==> src/rtl/oag_pkg.sv <==
`timescale 1ns/1ps
package oag_pkg;

  typedef enum logic [2:0] {
    MD_DIRECT = 3'd0,
    MD_RIND   = 3'd1,
    MD_SIB    = 3'd2,
    MD_IMM    = 3'd3,
    MD_IND    = 3'd4,
    MD_PRE    = 3'd5,
    MD_POST   = 3'd6
  } oag_mode_e;

  typedef enum logic [3:0] {
    ST_IDLE,
    ST_OPSEL,
    ST_SCALE,
    ST_REGS,
    ST_DISP,
    ST_RD_A,
    ST_RD_B,
    ST_CALC,
    ST_PREQ,
    ST_PWAIT,
    ST_NEXT,
    ST_FIN
  } oag_state_e;

  function automatic logic uses_regs(input oag_mode_e m);
    return (m == MD_RIND) || (m == MD_SIB) || (m == MD_PRE) || (m == MD_POST);
  endfunction

endpackage

==> src/rtl/oag_sext.sv <==
`timescale 1ns/1ps
// Sign-extends a little-endian displacement by its size code.
module oag_sext #(
  parameter int AW = 64
) (
  input  logic [AW-1:0] raw,
  input  logic [2:0]    code,
  output logic [AW-1:0] ext
);
  always_comb begin
    case (code)
      3'd0:        ext = {{(AW-8){raw[7]}},   raw[7:0]};
      3'd1:        ext = {{(AW-16){raw[15]}}, raw[15:0]};
      3'd2, 3'd3:  ext = {{(AW-32){raw[31]}}, raw[31:0]};
      default:     ext = raw;
    endcase
  end
endmodule

==> src/rtl/oag_ea_calc.sv <==
`timescale 1ns/1ps
// Combines displacement, register sum and scale into an address or pointer location.
module oag_ea_calc
  import oag_pkg::*;
#(
  parameter int AW   = 64,
  parameter int IMMW = 4
) (
  input  oag_mode_e       mode,
  input  logic [AW-1:0]   disp_raw,
  input  logic [2:0]      code,
  input  logic [AW-1:0]   rsum,
  input  logic [7:0]      scale,
  input  logic [AW-1:0]   sptr,
  input  logic [IMMW-1:0] imm_len,
  output logic [AW-1:0]   ea_direct,
  output logic [AW-1:0]   ptr_addr,
  output logic [AW-1:0]   post_add,
  output logic            need_ptr,
  output logic [AW-1:0]   next_sptr
);
  logic [AW-1:0] dx;
  logic [AW-1:0] mulf;
  logic [AW-1:0] scaled;

  oag_sext #(.AW(AW)) u_sext (.raw(disp_raw), .code(code), .ext(dx));

  assign mulf   = {{(AW-9){1'b0}}, ({1'b0, scale} + 9'd1)};
  assign scaled = (mode == MD_SIB) ? rsum * mulf : rsum;

  always_comb begin
    ea_direct = dx + scaled;
    ptr_addr  = dx;
    post_add  = '0;
    need_ptr  = 1'b0;
    next_sptr = sptr;
    case (mode)
      MD_IMM: begin
        ea_direct = sptr;
        next_sptr = sptr + AW'(imm_len);
      end
      MD_IND:  need_ptr = 1'b1;
      MD_PRE: begin
        need_ptr = 1'b1;
        ptr_addr = dx + rsum;
      end
      MD_POST: begin
        need_ptr = 1'b1;
        post_add = rsum;
      end
      default: ;
    endcase
  end
endmodule

==> src/rtl/ortho_addr_gen.sv <==
`timescale 1ns/1ps
// Sequential operand address generator for orthogonal instructions.
module ortho_addr_gen
  import oag_pkg::*;
#(
  parameter  int AW   = 64,
  parameter  int NOPS = 2,
  parameter  int NREG = 16,
  parameter  int IMMW = 4,
  localparam int RIW  = $clog2(NREG),
  localparam int OIW  = (NOPS > 1) ? $clog2(NOPS) : 1
) (
  input  logic                 clk,
  input  logic                 rst,
  input  logic                 start,
  input  logic [AW-1:0]        pc_in,
  input  logic                 pc_adv,
  input  logic [NOPS-1:0]      op_en,
  input  logic [3*NOPS-1:0]    op_mode,
  input  logic [NOPS-1:0]      op_disp_en,
  input  logic [3*NOPS-1:0]    op_disp_code,
  input  logic [IMMW*NOPS-1:0] op_imm_len,
  output logic [AW-1:0]        ib_addr,
  input  logic [7:0]           ib_data,
  output logic [RIW-1:0]       rf_idx,
  input  logic [AW-1:0]        rf_data,
  output logic                 mem_req_valid,
  input  logic                 mem_req_ready,
  output logic [AW-1:0]        mem_req_addr,
  input  logic                 mem_rsp_valid,
  input  logic [AW-1:0]        mem_rsp_data,
  output logic                 done,
  output logic [NOPS-1:0]      ea_valid,
  output logic [AW*NOPS-1:0]   ea,
  output logic [AW-1:0]        bytes_used,
  output logic [AW-1:0]        pc_out
);

  oag_state_e      st;
  logic [OIW-1:0]  oi;
  logic [AW-1:0]   sptr, pc_start, disp, rsum, paddr, padd;
  logic [7:0]      scale;
  logic [RIW-1:0]  ra, rb;
  logic [2:0]      dcnt;
  logic            adv_q;
  logic [AW-1:0]   ea_q [NOPS];
  logic [NOPS-1:0] vflag;
  logic            done_q;
  logic [NOPS-1:0] ea_valid_q;
  logic [AW-1:0]   bytes_q, pc_out_q;

  oag_mode_e       cur_mode;
  logic            cur_den;
  logic [2:0]      cur_code;
  logic [IMMW-1:0] cur_imm;

  assign cur_mode = oag_mode_e'(op_mode[3*int'(oi) +: 3]);
  assign cur_den  = op_disp_en[oi];
  assign cur_code = op_disp_code[3*int'(oi) +: 3];
  assign cur_imm  = op_imm_len[IMMW*int'(oi) +: IMMW];

  logic [AW-1:0] c_ea, c_paddr, c_padd, c_next;
  logic          c_ind;

  oag_ea_calc #(.AW(AW), .IMMW(IMMW)) u_calc (
    .mode      (cur_mode),
    .disp_raw  (disp),
    .code      (cur_code),
    .rsum      (rsum),
    .scale     (scale),
    .sptr      (sptr),
    .imm_len   (cur_imm),
    .ea_direct (c_ea),
    .ptr_addr  (c_paddr),
    .post_add  (c_padd),
    .need_ptr  (c_ind),
    .next_sptr (c_next)
  );

  always_ff @(posedge clk) begin
    if (rst) begin
      st         <= ST_IDLE;
      oi         <= '0;
      sptr       <= '0;
      pc_start   <= '0;
      disp       <= '0;
      rsum       <= '0;
      paddr      <= '0;
      padd       <= '0;
      scale      <= '0;
      ra         <= '0;
      rb         <= '0;
      dcnt       <= '0;
      adv_q      <= 1'b0;
      vflag      <= '0;
      done_q     <= 1'b0;
      ea_valid_q <= '0;
      bytes_q    <= '0;
      pc_out_q   <= '0;
      for (int k = 0; k < NOPS; k++) ea_q[k] <= '0;
    end else begin
      done_q <= 1'b0;
      case (st)
        ST_IDLE: if (start) begin
          pc_start <= pc_in;
          sptr     <= pc_in;
          adv_q    <= pc_adv;
          oi       <= '0;
          vflag    <= '0;
          st       <= ST_OPSEL;
        end
        ST_OPSEL: begin
          disp  <= '0;
          rsum  <= '0;
          scale <= '0;
          dcnt  <= '0;
          ra    <= '0;
          rb    <= '0;
          if (!op_en[oi])                 st <= ST_NEXT;
          else if (cur_mode == MD_SIB)    st <= ST_SCALE;
          else if (uses_regs(cur_mode))   st <= ST_REGS;
          else if (cur_mode == MD_IMM)    st <= ST_CALC;
          else if (cur_den)               st <= ST_DISP;
          else                            st <= ST_CALC;
        end
        ST_SCALE: begin
          scale <= ib_data;
          sptr  <= sptr + 1'b1;
          st    <= ST_REGS;
        end
        ST_REGS: begin
          ra   <= ib_data[RIW-1:0];
          rb   <= ib_data[4 +: RIW];
          sptr <= sptr + 1'b1;
          st   <= cur_den ? ST_DISP : ST_RD_A;
        end
        ST_DISP: begin
          disp[8*int'(dcnt) +: 8] <= ib_data;
          dcnt <= dcnt + 3'd1;
          sptr <= sptr + 1'b1;
          if (dcnt == cur_code) st <= uses_regs(cur_mode) ? ST_RD_A : ST_CALC;
        end
        ST_RD_A: begin
          rsum <= rf_data;
          st   <= (rb != ra) ? ST_RD_B : ST_CALC;
        end
        ST_RD_B: begin
          rsum <= rsum + rf_data;
          st   <= ST_CALC;
        end
        ST_CALC: begin
          sptr <= c_next;
          if (c_ind) begin
            paddr <= c_paddr;
            padd  <= c_padd;
            st    <= ST_PREQ;
          end else begin
            ea_q[oi]  <= c_ea;
            vflag[oi] <= 1'b1;
            st        <= ST_NEXT;
          end
        end
        ST_PREQ: if (mem_req_ready) st <= ST_PWAIT;
        ST_PWAIT: if (mem_rsp_valid) begin
          ea_q[oi]  <= mem_rsp_data + padd;
          vflag[oi] <= 1'b1;
          st        <= ST_NEXT;
        end
        ST_NEXT: begin
          if (oi == OIW'(NOPS-1)) st <= ST_FIN;
          else begin
            oi <= oi + 1'b1;
            st <= ST_OPSEL;
          end
        end
        ST_FIN: begin
          done_q     <= 1'b1;
          ea_valid_q <= vflag;
          bytes_q    <= sptr - pc_start;
          pc_out_q   <= adv_q ? sptr : pc_start;
          st         <= ST_IDLE;
        end
        default: st <= ST_IDLE;
      endcase
    end
  end

  assign ib_addr       = sptr;
  assign rf_idx        = (st == ST_RD_B) ? rb : ra;
  assign mem_req_valid = (st == ST_PREQ);
  assign mem_req_addr  = paddr;
  assign done          = done_q;
  assign ea_valid      = ea_valid_q;
  assign bytes_used    = bytes_q;
  assign pc_out        = pc_out_q;

  for (genvar g = 0; g < NOPS; g++) begin : g_ea
    assign ea[g*AW +: AW] = ea_q[g];
  end

  AST_DONE_PULSE: assert property (@(posedge clk) disable iff (rst) done |=> !done);
  AST_VALID_WITH_DONE: assert property (@(posedge clk) disable iff (rst) !$stable(ea_valid) |-> done);
  AST_PC_WITH_DONE: assert property (@(posedge clk) disable iff (rst) !$stable(pc_out) |-> done);
  AST_REQ_HOLD: assert property (@(posedge clk) disable iff (rst) (mem_req_valid && !mem_req_ready) |=> (mem_req_valid && $stable(mem_req_addr)));
  AST_NO_DUP_REG: assert property (@(posedge clk) disable iff (rst) (st == ST_RD_B) |-> (ra != rb));
  AST_IDLE_NO_REQ: assert property (@(posedge clk) disable iff (rst) done |-> !mem_req_valid);

endmodule

==> config.mk <==
export PLATFORM = sky130hd
export DESIGN_NAME = ortho_addr_gen
export DESIGN_NICKNAME = d
export VERILOG_FILES = /design/src/rtl/oag_pkg.sv /design/src/rtl/oag_sext.sv /design/src/rtl/oag_ea_calc.sv /design/src/rtl/ortho_addr_gen.sv
export SDC_FILE = /design/constraint.sdc
export NUM_CORES = 2
export LEC_CHECK = 0
export ABC_AREA = 1
export BUFFER_PORTS_ARGS = -buffer_cell sky130_fd_sc_hd__buf_2
export CORE_MARGIN = 2
export CORE_UTILIZATION = 30
export CTS_CLUSTER_SIZE = 14
export DETAILED_ROUTE_END_ITERATION = 6
export GPL_TIMING_DRIVEN = 0
export SETUP_SLACK_MARGIN = 0.05
export SLEW_MARGIN = 10
export SYNTH_ARGS = -nofsm -noshare
export SYNTH_HDL_FRONTEND = slang
export SYNTH_HIERARCHICAL = 1
export SYNTH_SLANG_ARGS = --single-unit
==> constraint.sdc <==
create_clock -name clk -period 8.3 [get_ports clk]
set_input_delay 0.83 -clock clk [delete_from_list [all_inputs] [get_ports clk]]
set_output_delay 0.83 -clock clk [all_outputs]
set_load 0.05 [all_outputs]
## After elaboration in Yosys (flattened, before gate mapping)

Memories as Yosys holds them, arrays and structs flattened.
Cells that the tools add are included.
W data, S select, Z words.

| word-level totals | value |
|---|---|
| logic and storage cells | 153 |
| output and inout port bits | 392 |
| memories kept | 1 |
| input bits | 230 |
| memory bits (writable) | 128 |
| flip-flop bits (word level) | 542 |

Memories:

| name | words | width | rd ports | clocked after memory_dff | write ports | line | RTL |
|---|---|---|---|---|---|---|---|
| ea_q | 2 | 64 | 2 | 0 | 2 | ortho_addr_gen.sv:46 | `logic [AW-1:0] ea_q [NOPS];` |

| operators by class | value |
|---|---|
| add/subtract/negate cells | 11 |
| eq/ne operators | 28 |
| bitwise logic cells | 2 |
| muxes and demuxes | 61 |
| shift operators | 5 |
| order comparisons | 2 |
| multiply operators | 2 |
| reductions and logical operators | 23 |

Operators by type and width:

| operator | number |
|---|---|
| $mux W64 | 9 |
| $pmux W64 S3 | 3 |
| $add A64 B64 Y64 | 4 |
| $pmux W64 S2 | 1 |
| $add A64 B1 Y64 const B | 1 |
| $add A64 B4 Y64 | 1 |
| $bwmux W64 | 1 |
| $mul A64 B9 Y64 | 1 |
| $reduce_or A64 Y1 | 1 |
| $shift A8 B33 Y64 const A | 1 |
| $shiftx A8 B33 Y64 | 1 |
| $sub A64 B64 Y64 | 1 |
| $pmux W4 S11 | 1 |
| $neg A6 Y33 | 1 |
| $shiftx A6 B32 Y3 | 1 |
| $mux W4 | 7 |
| $mux W1 | 23 |
| $eq A4 B3 Y1 const B | 4 |
| $eq A4 B4 Y1 const B | 4 |
| $pmux W4 S2 | 2 |
| $pmux W8 S2 | 1 |
| $mux W2 | 7 |
| $eq A3 B2 Y1 const B | 4 |
| $ne A2 B2 Y1 const B | 5 |
| other kinds (33) | 49 |

## Logic depth before layout (Yosys ltp)

| depth | value |
|---|---|
| word-level depth | 12 |
| mapped depth | 48 |
| mapped depth without buffers | 46 |

## Hierarchy

Netlist, hierarchy kept.

Modules (own cells, without submodules):

| module | cells each | instances | seq. area each (sq um) | area each (sq um) |
|---|---|---|---|---|
| ortho_addr_gen | 7,490 | 1 | 14,694.1 | 45,682.6 |
| oag_ea_calc | 4,814 | 1 | 0.0 | 29,653.4 |
| oag_sext | 151 | 1 | 0.0 | 827.0 |

## Least setup slack after synthesis

No wires, ideal clock.

| timing | value |
|---|---|
| kind | flip-flop to flip-flop |
| start | reg scale[1] |
| end | mem ea_q[0][61] (data pin) |
| library setup time | 257 ps |
| data arrival time | 7,287 ps |
| path buffers | 1 |
| period minus slack after synthesis | 7,544 ps |
| required time | 8,043 ps |
| path slack | 756 ps |
| cell stages (with the launch flop) | 40 |
| path through | dfxtp_1 -> ha_1 -> nand2_1 -> inv_1 -> nand2_1 -> nor2_1 -> inv_1 -> clkbuf_1 -> nor2_1 -> fa_1 -> fa_1 -> fa_1 -> inv_1 -> fa_1 -> inv_1 -> ha_1 -> nand2_1 -> o21ai_0 -> [... 4 more ...] -> a21oi_1 -> xor2_1 -> o21ai_0 -> ha_1 -> nand2_1 -> nor2_1 -> nand2_1 -> o311ai_2 -> inv_1 -> o21bai_1 -> nand2_1 -> nand2_1 -> nand2_1 -> nand3_1 -> nand2_1 -> or2_2 -> nand2_1 -> nor2_1 |

RTL lines:

| what | line | RTL |
|---|---|---|
| start, declared | ortho_addr_gen.sv:42 | `logic [7:0] scale;` |
| start signal, assigned | ortho_addr_gen.sv:127 | `scale <= ib_data;` |
| end, declared | ortho_addr_gen.sv:46 |  |

==> flow_metrics.tcl <==
set metrics [dict create \
    switching_share_pct 56.70 \
    drtIter0Drc 10340 \
    power_density_nw_per_um2 256.4 \
    post-route-period-util_pct 99.01 \
    synth_cell_types 68 \
    placed_cell_area_um2 83550 \
    clk_path_buf_depth 3 \
    die_area_um2 257900 \
    intPower_w 0.01019 \
    n_fill_cell 28220 \
    syn-instance-count 12460 \
    fin_skew_ns 0.07619 \
    power_frac_seq_pct 22.0 \
    floorplan.core_area_um2 251900 \
    die_w_um 507.9 \
    critical_path_arrival_ns 8.71 \
    syn_to_final_growth_pct 20.48 \
    cts.htree.levels 3 \
    cp-start-kind "flip-flop" \
    p_sw_w 0.01334 \
    die_y_um 507.9 \
    syn_nets 13490 \
    setup_tns_ns 0 \
    hold_slack_ns 0.2860 \
    clock.fmax_mhz 121.7 \
    multi_input_area_um2 55750 \
    wl_per_cell_um 25.43 \
    drc_errors 4 \
    vias 88630 \
    cts_made_buffers 84 \
    synth-edff-count 128 \
    ys_seq_area_share_pct 19.29 \
    p_leak_nw 43.53 \
    cpPeakStageDelay_ns 0.83 \
    start_util_pct 30.24 \
    grt_max_degree 54 \
    routed_via_density 5.307 \
    tightest_slew_ns 1.493 \
    hold_viol 0 \
    place_congestion 1.064 \
    required_ns 8.80 \
    rsz0062_at_grt "yes" \
    path_max_fanout 10 \
    syn_area_per_cell_um2 6.115 \
    synthArstFlopShare_pct 0 \
    final_core_util_pct 36.43 \
    drive_gt1_share_pct 14.07 \
    mappedNetlistArea_um2 76160 \
    slew_viol_final 1 \
    row_count 184 \
    hp-class "in -> reg" \
    cp_top_family "adder cells" \
    pwr-share-clk_pct 17.3 \
    layout_commonest_cell "nand2_1" \
    critPathCaptureType "flip-flop" \
    register_area_um2 14750 \
    grt_pass1_wl_um 592100 \
    synth-seq-cells 670 \
    dr.pass1.iters 7 \
    clk_pin_slew_worst_paths_ns 0.07 \
    overflow 0 \
    synth_ff_type "dfxtp_1" \
    ir_drop_mv 0.1797 \
    grt.total_usage_pct 31.71 \
    status "finished, violations left" \
    power_w 0.02352 \
    cts_root_buf "clkbuf_16" \
    holdBufCountCts 0 \
    clk-insertion-delay-late_ns 0.80 \
    antenna_found_initial 43 \
    cts_num_sinks 670 \
    final_cell_area_um2 91760 \
    violations "DRC, capacitance limit, slew limit" \
    relSlewSlack_pct -0.5920 \
    setup_violations 0 \
    critPathKind "reg -> reg" \
    cpMaxStageDelayCell "dfxtp_1" \
    nets 14310 \
    drt-total-wl_um 424700 \
    drv_cap 2 \
    grt_pass1_vias 82440 \
    p_comb_share_pct 60.7 \
    ant_nets 0 \
    ios 622 \
    synth_warnings 6 \
    path_buf_inv 6 \
    cts_tree "yes" \
    io_buffers 614 \
    layout_common_cells "3689 x nand2_1, 2051 x inv_1, 1317 x nor2_1" \
    period_minus_slack_ns 8.218 \
    dp_hpwl_um 356000 \
]
## worst register-to-register path: cells and delay by family, from the launching register on
kind,cells,cell delay [ns]
simple gates,10,1.24
compound gates,7,1.30
xor+xnor,2,0.59
buf+inv,6,1.11
mux,1,0.18
fa+ha+maj,6,2.75
flops,1,0.83
## power groups by stage
stage | Clock [W] | Combinational [W] | Sequential (W)
4_1_cts | 0.00409 | 0.0133 | 0.00510
3_5_place_dp | 0 | 0.0127 | 0.00516
5_1_grt | 0.00420 | 0.0152 | 0.00513
2_1_floorplan | 0 | 0.00765 | 0.00481
3_3_place_gp | 0 | 0.0127 | 0.00516
6_report | 0.00406 | 0.0143 | 0.00517
## routing by layer
layer	GRT usage, %	vias up	part of all wire [%]
met3	7.327	928	10
met1	42.74	42080	42
met5	0	-	0.067
li1	-	40920	-
met4	18.37	32	7.0
met2	46.06	4674	40
## through the flow
step / setup WS [ns] / cells
finish: 0.08184 / 16700
global route: -0.06334 / 16690
CTS: 0.01603 / 16630
detailed placement: -2.773 / 16420
global placement: -2.737 / 16420
floorplan: 0.7563 / 12460
## area by class of cell
type,count,share of cell area [%]
sequential,670,16.07
antenna,19,0.05181
buffer,361,2.157
clock inverter,47,0.8113
tap,3348,4.565
timing repair buffer,730,4.457
multi-input combinational,9308,60.75
clock buffer,104,2.460
inverter,2114,8.677
## kinds of logic after synthesis
family	synth area share (%)
multiplexers	0.9068
XOR/XNOR	2.495
adder cells (fa/ha/maj)	17.31
AND/OR/NAND/NOR	34.30
flip-flops	19.29
buffers and inverters	12.62
AO/OA/AOI/OAI	13.07
## sequential cells by signal, indices dropped and copies added (netlist names), 64 cells and up
signal        count
bytes_used       64
disp             64
ea_q            128
ib_addr          64
mem_req_addr     64
padd             64
pc_out           64
pc_start         64
rsum             64
## final timing paths
path	start	endpoint	slack (ns)	cells after the start
worst max register to register	rsum[2]	ea_q[1][27]	0.08	32
worst min-delay path	pc_in[0]	pc_start[0]	0.29	3
worst min register to register	disp[40]	disp[40]	0.46	2
worst max-delay path	rsum[2]	ea_q[1][27]	0.08	32
## synth_stat cells, drive strengths merged, types with 3 or more instances
cell,count,area share [%]
o2111ai,4,0.046
nand2,3797,19
nor3,150,1.1
a31oi,154,1.3
nand4,136,1.1
and3,12,0.099
ha,399,6.6
a41oi,4,0.046
o31ai,4,0.039
o21bai,50,0.49
o21a,18,0.18
a21oi,798,5.2
a221oi,37,0.43
xnor2,76,0.87
nor2,1481,7.4
a21o,31,0.31
o221ai,3,0.035
a211oi,9,0.089
o211ai,23,0.23
clkbuf,241,1.2
edfxtp,128,5.0
clkinv,6,0.030
dfxtp,542,14
nor3b,5,0.049
nand3,638,4.2
and2,6,0.049
a22oi,30,0.30
nor4,40,0.34
inv,2108,10
buf,122,1.0
mux2i,69,0.91
or2,97,0.80
xor2,141,1.6
a21boi,17,0.17
o21ai,624,4.1
nand3b,34,0.35
fa,409,11
## repair_timing
action / 4_1_cts / 5_1_grt
gates resized for setup: 591 / 545
pin swaps: 63 / 211
gates cloned: 1 / 2
setup endpoints to repair: 108 / 98
buffers inserted: 54 / 55
No activity file was read; power rests on OpenSTA's default activity.
